**src/rtl/dpc_pkg.sv**
```systemverilog
// Package: shared state encoding for the dormant power sequencer.
// Assumes: no other package defines the same names.
package dpc_pkg;

    typedef enum logic [2:0] {
        ST_IDLE        = 3'd0,
        ST_ARMED       = 3'd1,
        ST_RST_ASSERT  = 3'd2,
        ST_PWR_OFF     = 3'd3,
        ST_DORMANT     = 3'd4,
        ST_PWR_ON      = 3'd5,
        ST_RST_RELEASE = 3'd6
    } dpc_state_e;

endpackage

```
**src/rtl/dpc_step_timer.sv**
```systemverilog
// Module: settling-interval timer. Counts the cycles spent in the current
// sequencer state and flags when the programmed step count is reached.
// Assumes: restart is pulsed on every state change; a step of 0 acts as 1.
module dpc_step_timer #(
    parameter int STEP_W = 8
) (
    input  logic              clk,
    input  logic              rst_n,
    input  logic              restart,
    input  logic [STEP_W-1:0] step,
    output logic              done
);
    localparam int CW = STEP_W + 1;

    logic [STEP_W-1:0] cnt;
    logic [CW-1:0]     cnt_p1;

    // Count cycles in the current state, saturating, cleared on state change
    always_ff @(posedge clk) begin
        if (!rst_n || restart) begin
            cnt <= '0;
        end else if (cnt != {STEP_W{1'b1}}) begin
            cnt <= cnt + 1'b1;
        end
    end

    // The current cycle is the last of the interval
    always_comb begin
        cnt_p1 = {1'b0, cnt} + CW'(1);
        done   = (cnt_p1 >= {1'b0, step});
    end


    restart_clears_chk: assert property (@(posedge clk) disable iff (!rst_n)
        restart |=> (cnt == '0));

endmodule

```
**src/rtl/dpc_regs.sv**
```systemverilog
// Module: register block for the dormant power sequencer. Decodes the
// arm key, holds the step count and the sticky resumed-from-dormant flag.
// Assumes: single-cycle write strobe; combinational read of bus_addr.
module dpc_regs #(
    parameter int                ADDR_W     = 8,
    parameter int                DATA_W     = 32,
    parameter int                STEP_W     = 8,
    parameter logic [STEP_W-1:0] STEP_RESET = 4,
    parameter logic [ADDR_W-1:0] CTRL_OFS   = 'hA4,
    parameter logic [ADDR_W-1:0] STAT_OFS   = 'hA8,
    parameter logic [ADDR_W-1:0] STEP_OFS   = 'hAC,
    parameter logic [DATA_W-1:0] ARM_KEY    = 'h3000
) (
    input  logic              clk,
    input  logic              rst_n,
    input  logic              bus_wr,
    input  logic [ADDR_W-1:0] bus_addr,
    input  logic [DATA_W-1:0] bus_wdata,
    output logic [DATA_W-1:0] bus_rdata,
    input  logic              armed_i,
    input  logic              seq_idle_i,
    input  logic              exit_done_i,
    output logic              arm_req_o,
    output logic              disarm_req_o,
    output logic [STEP_W-1:0] step_o,
    output logic              resumed_o
);
    logic wr_ctrl, wr_stat, wr_step, key_ok;

    // Write decode and arm / disarm requests
    always_comb begin
        wr_ctrl      = bus_wr && (bus_addr == CTRL_OFS);
        wr_stat      = bus_wr && (bus_addr == STAT_OFS);
        wr_step      = bus_wr && (bus_addr == STEP_OFS);
        key_ok       = (bus_wdata == ARM_KEY);
        arm_req_o    = wr_ctrl && key_ok && seq_idle_i;
        disarm_req_o = wr_ctrl && !key_ok && armed_i;
    end

    // Step count register, writable at any time
    always_ff @(posedge clk) begin
        if (!rst_n) begin
            step_o <= STEP_RESET;
        end else if (wr_step) begin
            step_o <= bus_wdata[STEP_W-1:0];
        end
    end

    // Sticky resumed flag: set on dormant exit, cleared by writing 1 to bit 0
    always_ff @(posedge clk) begin
        if (!rst_n) begin
            resumed_o <= 1'b0;
        end else if (exit_done_i) begin
            resumed_o <= 1'b1;
        end else if (wr_stat && bus_wdata[0]) begin
            resumed_o <= 1'b0;
        end
    end

    // Read mux
    always_comb begin
        bus_rdata = '0;
        if (bus_addr == CTRL_OFS) begin
            bus_rdata = armed_i ? ARM_KEY : '0;
        end else if (bus_addr == STAT_OFS) begin
            bus_rdata = DATA_W'(resumed_o);
        end else if (bus_addr == STEP_OFS) begin
            bus_rdata = DATA_W'(step_o);
        end
    end


    flag_source_chk: assert property (@(posedge clk) disable iff (!rst_n)
        $rose(resumed_o) |-> $past(exit_done_i));


    arm_only_idle_chk: assert property (@(posedge clk) disable iff (!rst_n)
        $rose(armed_i) |-> $past(seq_idle_i));

endmodule

```
**src/rtl/dpc_seq.sv**
```systemverilog
// Module: dormant entry/exit state machine. Drives the core reset and the
// logic supply enable from the current state.
// Assumes: logic_pwr_good follows logic_pwr_en after an arbitrary ramp; the
// step timer is restarted by this module on every state change.
module dpc_seq
    import dpc_pkg::*;
(
    input  logic       clk,
    input  logic       rst_n,
    input  logic       arm_req,
    input  logic       disarm_req,
    input  logic       core_standby,
    input  logic       wake_req,
    input  logic       logic_pwr_good,
    input  logic       step_done,
    output dpc_state_e state_o,
    output logic       timer_restart,
    output logic       exit_done,
    output logic       core_rst_n,
    output logic       logic_pwr_en
);
    dpc_state_e state, nxt;
    logic       stby_q, stby_rise;

    // Remember last standby level for edge detection
    always_ff @(posedge clk) begin
        if (!rst_n) stby_q <= 1'b0;
        else        stby_q <= core_standby;
    end

    assign stby_rise = core_standby && !stby_q;

    // Next-state decision
    always_comb begin
        nxt = state;
        unique case (state)
            ST_IDLE:        if (arm_req) nxt = ST_ARMED;
            ST_ARMED: begin
                if (disarm_req)     nxt = ST_IDLE;
                else if (stby_rise) nxt = ST_RST_ASSERT;
            end
            ST_RST_ASSERT:  if (step_done) nxt = ST_PWR_OFF;
            ST_PWR_OFF:     if (!logic_pwr_good) nxt = ST_DORMANT;
            ST_DORMANT:     if (wake_req) nxt = ST_PWR_ON;
            ST_PWR_ON:      if (logic_pwr_good) nxt = ST_RST_RELEASE;
            ST_RST_RELEASE: if (step_done) nxt = ST_IDLE;
            default:        nxt = ST_IDLE;
        endcase
    end

    // State register
    always_ff @(posedge clk) begin
        if (!rst_n) state <= ST_IDLE;
        else        state <= nxt;
    end

    // Moore outputs and timer control
    always_comb begin
        state_o       = state;
        timer_restart = (nxt != state);
        exit_done     = (state == ST_RST_RELEASE) && step_done;
        core_rst_n    = (state == ST_IDLE) || (state == ST_ARMED);
        logic_pwr_en  = !((state == ST_PWR_OFF) || (state == ST_DORMANT));
    end


    rst_before_off_chk: assert property (@(posedge clk) disable iff (!rst_n)
        $fell(logic_pwr_en) |-> $past(!core_rst_n));


    wait_pg_low_chk: assert property (@(posedge clk) disable iff (!rst_n)
        (state == ST_PWR_OFF) && logic_pwr_good |=> (state == ST_PWR_OFF));


    early_wake_chk: assert property (@(posedge clk) disable iff (!rst_n)
        ((state == ST_RST_ASSERT) || (state == ST_PWR_OFF)) && wake_req
        |=> (state != ST_PWR_ON));


    release_pg_chk: assert property (@(posedge clk) disable iff (!rst_n)
        $rose(core_rst_n) |-> logic_pwr_good);


    unarmed_stby_chk: assert property (@(posedge clk) disable iff (!rst_n)
        (state == ST_IDLE) |=> ((state == ST_IDLE) || (state == ST_ARMED)));

endmodule

```
**src/rtl/dormant_pwr_ctrl.sv**
```systemverilog
// Module: top of the dormant power sequencer. Connects the register block,
// the state machine and the settling timer; RAM supply is never removed.
// Assumes: a single clock domain; core_standby and wake_req are synchronous.
module dormant_pwr_ctrl #(
    parameter int                ADDR_W     = 8,
    parameter int                DATA_W     = 32,
    parameter int                STEP_W     = 8,
    parameter logic [STEP_W-1:0] STEP_RESET = 4,
    parameter logic [ADDR_W-1:0] CTRL_OFS   = 'hA4,
    parameter logic [ADDR_W-1:0] STAT_OFS   = 'hA8,
    parameter logic [ADDR_W-1:0] STEP_OFS   = 'hAC,
    parameter logic [DATA_W-1:0] ARM_KEY    = 'h3000
) (
    input  logic              clk,
    input  logic              rst_n,
    input  logic              bus_wr,
    input  logic [ADDR_W-1:0] bus_addr,
    input  logic [DATA_W-1:0] bus_wdata,
    output logic [DATA_W-1:0] bus_rdata,
    input  logic              core_standby,
    input  logic              wake_req,
    input  logic              logic_pwr_good,
    output logic              core_rst_n,
    output logic              logic_pwr_en,
    output logic              ram_pwr_en
);
    import dpc_pkg::*;

    dpc_state_e        state;
    logic              arm_req, disarm_req, exit_done, timer_restart, step_done;
    logic              armed, seq_idle, resumed;
    logic [STEP_W-1:0] step;

    // State summaries for the register block
    always_comb begin
        armed    = (state == ST_ARMED);
        seq_idle = (state == ST_IDLE) || (state == ST_ARMED);
    end

    // Retention supply stays on in every state
    assign ram_pwr_en = 1'b1;

    dpc_regs #(
        .ADDR_W(ADDR_W), .DATA_W(DATA_W), .STEP_W(STEP_W),
        .STEP_RESET(STEP_RESET), .CTRL_OFS(CTRL_OFS), .STAT_OFS(STAT_OFS),
        .STEP_OFS(STEP_OFS), .ARM_KEY(ARM_KEY)
    ) u_regs (
        .clk(clk), .rst_n(rst_n),
        .bus_wr(bus_wr), .bus_addr(bus_addr), .bus_wdata(bus_wdata),
        .bus_rdata(bus_rdata),
        .armed_i(armed), .seq_idle_i(seq_idle), .exit_done_i(exit_done),
        .arm_req_o(arm_req), .disarm_req_o(disarm_req),
        .step_o(step), .resumed_o(resumed)
    );

    dpc_seq u_seq (
        .clk(clk), .rst_n(rst_n),
        .arm_req(arm_req), .disarm_req(disarm_req),
        .core_standby(core_standby), .wake_req(wake_req),
        .logic_pwr_good(logic_pwr_good), .step_done(step_done),
        .state_o(state), .timer_restart(timer_restart), .exit_done(exit_done),
        .core_rst_n(core_rst_n), .logic_pwr_en(logic_pwr_en)
    );

    dpc_step_timer #(.STEP_W(STEP_W)) u_timer (
        .clk(clk), .rst_n(rst_n),
        .restart(timer_restart), .step(step), .done(step_done)
    );


    resumed_only_out_of_reset_chk: assert property (@(posedge clk) disable iff (!rst_n)
        $rose(resumed) |-> core_rst_n);

endmodule

```
**config.mk**
```make
export PLATFORM = sky130hd
export DESIGN_NAME = dormant_pwr_ctrl
export DESIGN_NICKNAME = d
export VERILOG_FILES = /design/src/rtl/dpc_pkg.sv /design/src/rtl/dpc_step_timer.sv /design/src/rtl/dpc_regs.sv /design/src/rtl/dpc_seq.sv /design/src/rtl/dormant_pwr_ctrl.sv
export SDC_FILE = /design/constraint.sdc
export NUM_CORES = 1
export LEC_CHECK = 0
export BUFFER_PORTS_ARGS = -buffer_cell sky130_fd_sc_hd__buf_2
export CAP_MARGIN = 15
export CORE_MARGIN = 2
export CORE_UTILIZATION = 47
export CTS_BUF_LIST = sky130_fd_sc_hd__clkbuf_4 sky130_fd_sc_hd__clkbuf_8 sky130_fd_sc_hd__clkbuf_16
export CTS_CLUSTER_SIZE = 28
export DETAILED_ROUTE_END_ITERATION = 6
export PLACE_DENSITY = 0.9
export REMOVE_ABC_BUFFERS = 1
export SLEW_MARGIN = 20
export SYNTH_ARGS = -nofsm -noshare
export SYNTH_HDL_FRONTEND = slang
export SYNTH_SLANG_ARGS = --single-unit
```
**constraint.sdc**
```tcl
create_clock -name clk -period 3.5 [get_ports clk]
set_input_delay 0.175 -clock clk [delete_from_list [all_inputs] [get_ports clk]]
set_output_delay 0.175 -clock clk [all_outputs]
set_load 0.1 [all_outputs]
```
==> results of run 1 <==
==> cells in the final DEF (no fill, tap or decap), types with 2 or more instances in the layout <==
cell type	instances
buf_2	57
nand2_1	24
conb_1	23
dfxtp_1	21
nand3_1	18
nor2_1	16
inv_1	10
and2_1	10
nor3_1	9
ha_1	9
o21ai_0	8
a21boi_0	7
a21oi_1	5
xnor2_1	4
and4_1	4
nor2b_1	4
nand2b_1	4
a31oi_1	4
nor4_2	4
clkbuf_4	4
and3_1	3
xor2_1	3
nand4_1	3
nor4_1	3
mux2i_1	2
a21o_1	2
==> path summary, 6_finish.rpt <==
check	from	endpoint	slack, ps	cells after the start
max reg2reg	u_timer.cnt[0]	u_timer.cnt[2]	710	10
max	u_timer.cnt[0]	u_timer.cnt[2]	710	10
min	core_standby	u_seq.stby_q	90	2
min reg2reg	u_regs.step_o[1]	u_regs.step_o[1]	490	2
==> cell type report <==
class,instances,share of cell area [%]
repair buffers,57,14.6
clock buffers,4,1.53
well taps,46,2.94
flip-flops and latches,21,21.5
inverters,10,1.92
multi-input cells,184,57.6
==> power breakdown <==
group          switching [mW]  internal [mW]
Sequential             0.0124          0.248
Clock                  0.0672         0.0521
Combinational           0.182         0.0537
Total                   0.262          0.353
==> flip-flops by register name, summed over array words and instances (netlist names) <==
register          cells
u_seq.stby_q          1
u_seq.state_o         3
u_regs.step_o         8
u_timer.cnt           8
u_regs.resumed_o      1
==> through the flow <==
stage	cells	TNS [ps]	worst slack, ps
floorplan	215	-237	-119
global placement	318	0	916
detailed placement	318	0	746
CTS	322	0	709
global route	322	0	409
finish	322	0	712
==> cells by family after synthesis <==
kind of cell / share of synthesized area (%)
AO/OA/AOI/OAI: 16.4
XOR/XNOR: 3.59
adder cells (fa/ha/maj): 6.59
buffers and inverters: 14.1
flip-flops: 24.6
multiplexers: 1.17
other: 0.439
AND/OR/NAND/NOR: 33.2
==> metal layers <==
metal	vias up	global-route usage, %	part of all wire (%)
met5	-	0	0
met1	770	22.8	43
met2	72	31.8	50
li1	851	-	-
met4	0	5.59	0.66
met3	4	2.99	6.3
==> results.py, run 1 <==
metrics = {
    "run_status": {
        "status": "complete, no violations",
    },
    "synth": {
        "netlist_top_cells_area": "dfxtp_1, buf_4, ha_1, nand3_1, nand2_1",
        "synth-seq-cells": 21,
        "synth-warning-count": 0,
        "seq_area_frac_synth_pct": 24.6,
        "synth-edff-count": 0,
        "postSynthAreaPerCell_um2": 7.63,
        "netlist_area_mm2": 0.00171,
        "synthCells": 224,
        "synthTopCellsByCount": "buf_4, nand2_1, dfxtp_1, nand3_1, nor2_1",
        "synth_area_leader_cell": "dfxtp_1",
        "synth_cell_types": 41,
        "ys.flop_type": "dfxtp_1",
        "postSynth.asyncResetShare_pct": 0,
        "yosys.area.top_type_share_pct": 24.6,
    },
    "timing": {
        "period_minus_slack_ps": 2790,
        "max-slew-margin-rel_pct": 66.5,
        "period_share_pct": 79.6,
        "max_freq_mhz": 359,
        "setup_viol": 0,
        "worst_pin_slew_ps": 501,
        "rsz0062_at_grt": "false",
        "finalHoldViolations": 0,
        "holdWs_ps": 93.1,
        "clock_skew_ps": 6.56,
        "final-max-slew-violation-count": 0,
    },
    "clocking": {
        "holdBufCountCts": 0,
        "ctsResizeCount": 0,
        "cts_tree": "yes",
        "cts-htree-levels": 1,
        "insertion_delay_ps": 290,
        "postCtsSetupBuffers": 0,
        "cts_buffers": 3,
        "cts-root-buf": "clkbuf_4",
        "clock-sinks": 21,
        "clkTransAtPathRegs_ps": 110,
        "clockBufferDepth": 2,
    },
    "routing": {
        "drc": 0,
        "ant_nets": 0,
        "avgRoutedWirePerCell_um": 11.7,
        "wirelength_um": 3770,
        "vias": 1697,
        "drt-vias-per-instance": 5.27,
        "drt_iter0_drc": 72,
        "drt_pass1_iterations": 5,
    },
    "die": {
        "rows": 21,
        "start_util_pct": 50.0,
        "die_w_um": 64.3,
        "die_height_um": 64.3,
        "io-pin-count": 81,
        "die-area_mm2": 0.00414,
        "core_area_mm2": 0.00342,
    },
    "global_route": {
        "antenna_found_initial": 0,
        "grt_overflow": 0,
        "grt_pass1_vias": 1468,
        "grt_max_degree": 17,
        "grt_pass1_wl_um": 6130,
        "track_usage_pct": 18.2,
    },
    "placement": {
        "dpl-instance-area_mm2": 0.00193,
        "port_buffers": 57,
        "dp_hpwl_um": 3110,
        "place_congestion": 0.857,
    },
    "critical_path": {
        "max_stage_delay_ps": 460,
        "path_max_fanout": 8,
        "path_buf_inv": 0,
        "cp-end-kind": "flip-flop",
        "required_ps": 3720,
        "critPathKind": "flip-flop to flip-flop",
        "worstSetupStartpointType": "flip-flop",
        "slowest_stage": "a2111oi_1",
        "crit_arrival_ps": 3010,
        "critPathTopFamily": "simple AND/OR/NAND/NOR gates",
        "cpMostUsedCell": "ha_1",
        "cp_cell_sequence": "ha_1 -> nand3_1 -> xnor2_1 -> ha_1 -> and4_1 -> nand2_1 -> o211ai_1 -> a2111oi_1 -> nor2_1 -> nor3_1",
    },
    "cells_and_area": {
        "num_antenna_cells": 0,
        "syn2layout_area_growth_pct": 14.6,
        "utilization_pct": 57.3,
        "layout-drive-gt1-share_pct": 24.6,
        "regArea_um2": 420,
        "design_area_mm2": 0.00196,
        "multi_input_area_mm2": 0.00113,
        "final_nets": 332,
        "fillers": 317,
    },
    "power": {
        "peakVddDrop_mv": 0.141,
        "power_density_mw_per_mm2": 314,
        "p_leak_nw": 0.869,
        "power_mw": 0.615,
    },
    "worst_hold_path": {
        "worstHoldPathType": "primary input to flip-flop",
    },
    "job": {
        "maxCapViolCount": 0,
    },
}
No activity file was read; power rests on OpenSTA's default activity.
==> run 2, diff against run 1 <==
- CORE_UTILIZATION: 47 -> 42
- PLACE_DENSITY: 0.9 -> 0.85
- clock period: 3.5 -> 2.35 ns (I/O delays scaled with it)
==> run 2 against run 1 <==
The run now ends with negative setup slack left; routed wire length rose by 19%; clock power is 100% higher; utilization rose by 2.5 points; die area is 11% higher; first-iteration DRC count up 50%; final cell count up 8.4%; clock skew shrank 3.5 ps; sequential power grew 51%; via count grew 4.3%; total power increased by 72%; fmax rose by 18%.
==> results.py, run 2 (synthesis gave the netlist of run 1 again) <==
metrics = {
    "run_status": {
        "status": "finished with violations",
        "violations": "negative setup slack",
    },
    "placement": {
        "dpl-instance-area_mm2": 0.00207,
        "place_congestion": 0.884,
        "dpl_worst_slack_ps": -339,
        "dp_hpwl_um": 3390,
        "port_buffers": 57,
    },
    "routing": {
        "drc": 0,
        "ant_nets": 0,
        "vias": 1770,
        "drt_pass1_iterations": 4,
        "wirelength_um": 4490,
        "avgRoutedWirePerCell_um": 12.9,
        "drt_iter0_drc": 108,
        "drt-vias-per-instance": 5.07,
    },
    "cells_and_area": {
        "syn2layout_area_growth_pct": 39.0,
        "layout_commonest_cell": "buf_2",
        "final_nets": 355,
        "num_antenna_cells": 0,
        "design_area_mm2": 0.00238,
        "final_cell_mix": "buf_2, conb_1, nand2_1, buf_4, dfxtp_1",
        "layout-drive-gt1-share_pct": 41.1,
        "fillers": 330,
    },
    "critical_path": {
        "cp_cell_sequence": "nand3_2 -> nor2_4 -> and3_4 -> xor2_4 -> ha_4 -> buf_6 -> nand3_2 -> o211a_1 -> o2111a_1 -> a21o_1 -> o311ai_4 -> nor3_1",
        "worstSetupStartpointType": "flip-flop",
        "cp-end-kind": "flip-flop",
        "slowest_stage": "dfxtp_2",
        "path_buf_inv": 1,
        "max_stage_delay_ps": 360,
        "path_max_fanout": 8,
        "required_ps": 2530,
        "crit_arrival_ps": 2550,
        "critPathTopFamily": "simple AND/OR/NAND/NOR gates",
        "critPathKind": "flip-flop to flip-flop",
        "cpMostUsedCell": "nand3_2",
    },
    "power": {
        "power_mw": 1.06,
        "p_leak_nw": 1.03,
        "power_density_mw_per_mm2": 445,
        "peakVddDrop_mv": 0.354,
    },
    "die": {
        "die_height_um": 67.8,
        "start_util_pct": 43.0,
        "io-pin-count": 81,
        "core_area_mm2": 0.00397,
        "rows": 23,
        "die-area_mm2": 0.00460,
        "die_w_um": 67.8,
    },
    "clocking": {
        "cts-root-buf": "clkbuf_8",
        "holdBufCountCts": 0,
        "clock-sinks": 21,
        "cts-htree-levels": 1,
        "clockBufferDepth": 2,
        "insertion_delay_ps": 260,
        "cts_buffers": 3,
        "cts_tree": "yes",
        "clkTransAtPathRegs_ps": 80,
    },
    "global_route": {
        "grt_pass1_wl_um": 6960,
        "grt_overflow": 0,
        "grt_pass1_vias": 1602,
        "antenna_found_initial": 0,
        "track_usage_pct": 19.5,
        "grt_max_degree": 16,
    },
    "timing": {
        "setup_viol": 2,
        "setup_tns_ps": -22.5,
        "setup_ws_ps": -19.4,
        "final-max-slew-violation-count": 0,
        "clock_skew_ps": 3.09,
        "finalHoldViolations": 0,
        "worst_pin_slew_ps": 531,
        "max-slew-margin-rel_pct": 64.5,
        "rsz0062_at_grt": "true",
        "period_minus_slack_ps": 2370,
        "max_freq_mhz": 422,
        "period_share_pct": 101,
    },
    "worst_hold_path": {
        "worstHoldPathType": "primary input to flip-flop",
    },
    "job": {
        "maxCapViolCount": 0,
    },
}
## run 2: worst reg2reg max path, delay by kind of cell, from the launching register on
family | cells | cell delay (ps)
simple gates | 5 | 720
compound gates | 4 | 700
flops | 1 | 360
fa+ha+maj | 1 | 230
xor+xnor | 1 | 170
buf+inv | 1 | 130
## run 2: power breakdown
group / total [mW] / leakage (nW) / internal [mW] / switching [mW]
Combinational: 0.423 / 0.831 / 0.124 / 0.299
Clock: 0.241 / 0.0255 / 0.118 / 0.123
Sequential: 0.393 / 0.173 / 0.372 / 0.0211
Total: 1.06 / 1.03 / 0.614 / 0.443
## run 2: through the flow
| step | cells | hold WS [ps] | util [%] |
|---|---|---|---|
| 6_report | 349 | 70.3 | 59.8 |
| 5_1_grt | 349 | 65.9 | 59.8 |
| 4_1_cts | 347 | 65.0 | 56.8 |
| 3_5_place_dp | 340 | 340 | 52.1 |
| 3_3_place_gp | 340 | 339 | 52.1 |
| 2_1_floorplan | 215 | 189 | - |
## run 2: final timing paths
kind,from,end,slack [ps],cells past startpoint
worst max-delay path,u_timer.cnt[2],u_timer.cnt[1],-20,12
worst min-delay path,core_standby,u_seq.stby_q,70,2
worst max register to register,u_timer.cnt[2],u_timer.cnt[1],-20,12
worst min register to register,u_regs.step_o[6],u_regs.step_o[6],490,2
## run 2: routing by layer
layer | part of all wire (%) | GRT usage [%] | up-vias
met1 | 40 | 23.2 | 806
met2 | 54 | 36.9 | 61
met5 | 0 | 0 | -
li1 | - | - | 897
met4 | 1.1 | 4.25 | 0
met3 | 5.4 | 2.67 | 6
## run 2: final cells by class
type	count	area, um2	area share [%]
Clock inverter	1	5.00	0.211
Inverter	10	37.5	1.58
Multi-Input combinational cell	184	1330	55.9
Tap cell	50	62.6	2.63
Clock buffer	3	41.3	1.74
Sequential cell	21	432	18.2
Timing Repair Buffer	80	469	19.7
## run 2: what timing repair did
| action | CTS | global route |
|---|---|---|
| endpoints found under the hold margin | 0 | 0 |
| pin swaps | 25 | 18 |
| resized for setup | 31 | 15 |
| setup buffers | 3 | 2 |
| endpoints found under the setup margin | 10 | 10 |
==> run 3, diff against run 2 <==
- ABC_CLOCK_PERIOD_IN_PS: default -> 2350
- CELL_PAD_IN_SITES_DETAIL_PLACEMENT: default -> 1
- CELL_PAD_IN_SITES_GLOBAL_PLACEMENT: default -> 1
- CORE_UTILIZATION: 42 -> 29
==> run 3 against run 2 <==
The flow still finishes with violations (negative setup slack); sequential cell count unchanged; combinational power up 8.3%; critical path depth decreased by 1; first-iteration DRC count is 20% lower; non-clock buffer count stayed put; global-route usage is 0.18 points lower; routed wire length up 39%; fmax shrank 3.2%; clock skew increased by 6.5 ps; critical path type unchanged; largest cell class unchanged.
==> results.py, run 3 (synthesis gave the netlist of run 1 again) <==
metrics = {
    "die": {
        "core_area_mm2": 0.00561,
        "rows": 27,
        "start_util_pct": 30.5,
        "die-area_mm2": 0.00652,
        "die_w_um": 80.8,
        "io-pin-count": 81,
        "die_height_um": 80.8,
    },
    "cells_and_area": {
        "layout_commonest_cell": "buf_2",
        "utilization_pct": 43.6,
        "layout-drive-gt1-share_pct": 43.1,
        "final_cell_mix": "buf_2, conb_1, nand2_1, buf_4, dfxtp_1",
        "final_nets": 355,
        "design_area_mm2": 0.00245,
        "syn2layout_area_growth_pct": 43.1,
        "final_cells": 371,
        "num_antenna_cells": 0,
    },
    "global_route": {
        "grt_pass1_wl_um": 9770,
        "grt_overflow": 0,
        "track_usage_pct": 19.4,
        "antenna_found_initial": 0,
        "grt_max_degree": 16,
        "grt_pass1_vias": 1952,
    },
    "clocking": {
        "cts-htree-levels": 1,
        "holdBufCountCts": 0,
        "cts_tree": "yes",
        "clkTransAtPathRegs_ps": 80,
        "insertion_delay_ps": 270,
        "clockBufferDepth": 2,
        "clock-sinks": 21,
        "cts-root-buf": "clkbuf_8",
        "cts_buffers": 3,
    },
    "critical_path": {
        "cp-end-kind": "flip-flop",
        "required_ps": 2530,
        "path_max_fanout": 8,
        "critPathKind": "flip-flop to flip-flop",
        "crit_arrival_ps": 2630,
        "worstSetupStartpointType": "flip-flop",
    },
    "power": {
        "peakVddDrop_mv": 0.377,
        "power_mw": 1.11,
        "power_density_mw_per_mm2": 453,
        "p_leak_nw": 1.03,
    },
    "routing": {
        "wirelength_um": 6250,
        "drt_pass1_iterations": 4,
        "ant_nets": 0,
        "avgRoutedWirePerCell_um": 16.8,
        "drt_iter0_drc": 86,
        "drt-vias-per-instance": 5.11,
        "drc": 0,
        "vias": 1894,
    },
    "placement": {
        "dpl-instance-area_mm2": 0.00210,
        "port_buffers": 57,
        "place_congestion": 0.822,
        "dpl_worst_slack_ps": -552,
        "placed_cells": 362,
        "dp_hpwl_um": 4220,
    },
    "job": {
        "maxCapViolCount": 0,
    },
    "worst_hold_path": {
        "worstHoldPathType": "primary input to flip-flop",
    },
    "timing": {
        "holdWs_ps": 65.9,
        "setup_ws_ps": -97.1,
        "rsz0062_at_grt": "true",
        "max-slew-margin-rel_pct": 63.5,
        "period_share_pct": 104,
        "period_minus_slack_ps": 2450,
        "setup_tns_ps": -628,
        "worst_pin_slew_ps": 546,
        "setup_viol": 10,
        "clock_skew_ps": 9.56,
        "max_freq_mhz": 409,
        "finalHoldViolations": 0,
        "final-max-slew-violation-count": 0,
    },
    "run_status": {
        "status": "finished with violations",
        "violations": "negative setup slack",
    },
}
-- run 3: worst max-delay path: stages, from the launching register on --
cell and delay, ps:
dfxtp_2 370, nand3_2 90, nor2_2 140, and3_4 230, xor2_4 180, ha_4 230, and4_4 170, nand2_4 70
o211ai_1 150, a2111oi_4 380, nor2_4 130, nor3_1 210
-- run 3: worst paths after layout --
path	end	start	cells past startpoint	slack (ps)
max	u_timer.cnt[2]	u_timer.cnt[4]	11	-100
min	u_seq.stby_q	core_standby	2	70
max reg2reg	u_timer.cnt[2]	u_timer.cnt[4]	11	-100
min reg2reg	u_regs.step_o[4]	u_regs.step_o[4]	2	500
-- run 3: layer usage --
| metal | vias up | global-route usage, % | part of all wire [%] |
|---|---|---|---|
| met5 | - | 0 | 0 |
| met4 | 0 | 5.76 | 2.4 |
| met3 | 16 | 3.11 | 4.0 |
| met2 | 62 | 37.0 | 55 |
| met1 | 923 | 21.9 | 38 |
| li1 | 893 | - | - |
-- run 3: report_power, final --
group          internal [mW]  total, mW  leakage [nW]  switching [mW]
combinational          0.137      0.458         0.839           0.320
sequential             0.371      0.394         0.173          0.0230
clock                  0.120      0.257        0.0217           0.137
total                  0.629       1.11          1.03           0.480
-- run 3: layout make-up --
cell class | instances | area [um2]
multi-input combinational | 184 | 1370
clock inverter | 1 | 7.51
fill | 722 | 3160
sequential | 21 | 434
tap | 72 | 90.1
clock buffer | 3 | 41.3
timing repair buffer | 80 | 469
inverter | 10 | 37.5
-- run 3: repair_timing --
action | CTS | global route
setup endpoints to repair | 12 | 11
hold endpoints to repair | 0 | 0
buffers inserted | 5 | 0
pin swaps | 17 | 15
resized for setup | 34 | 22
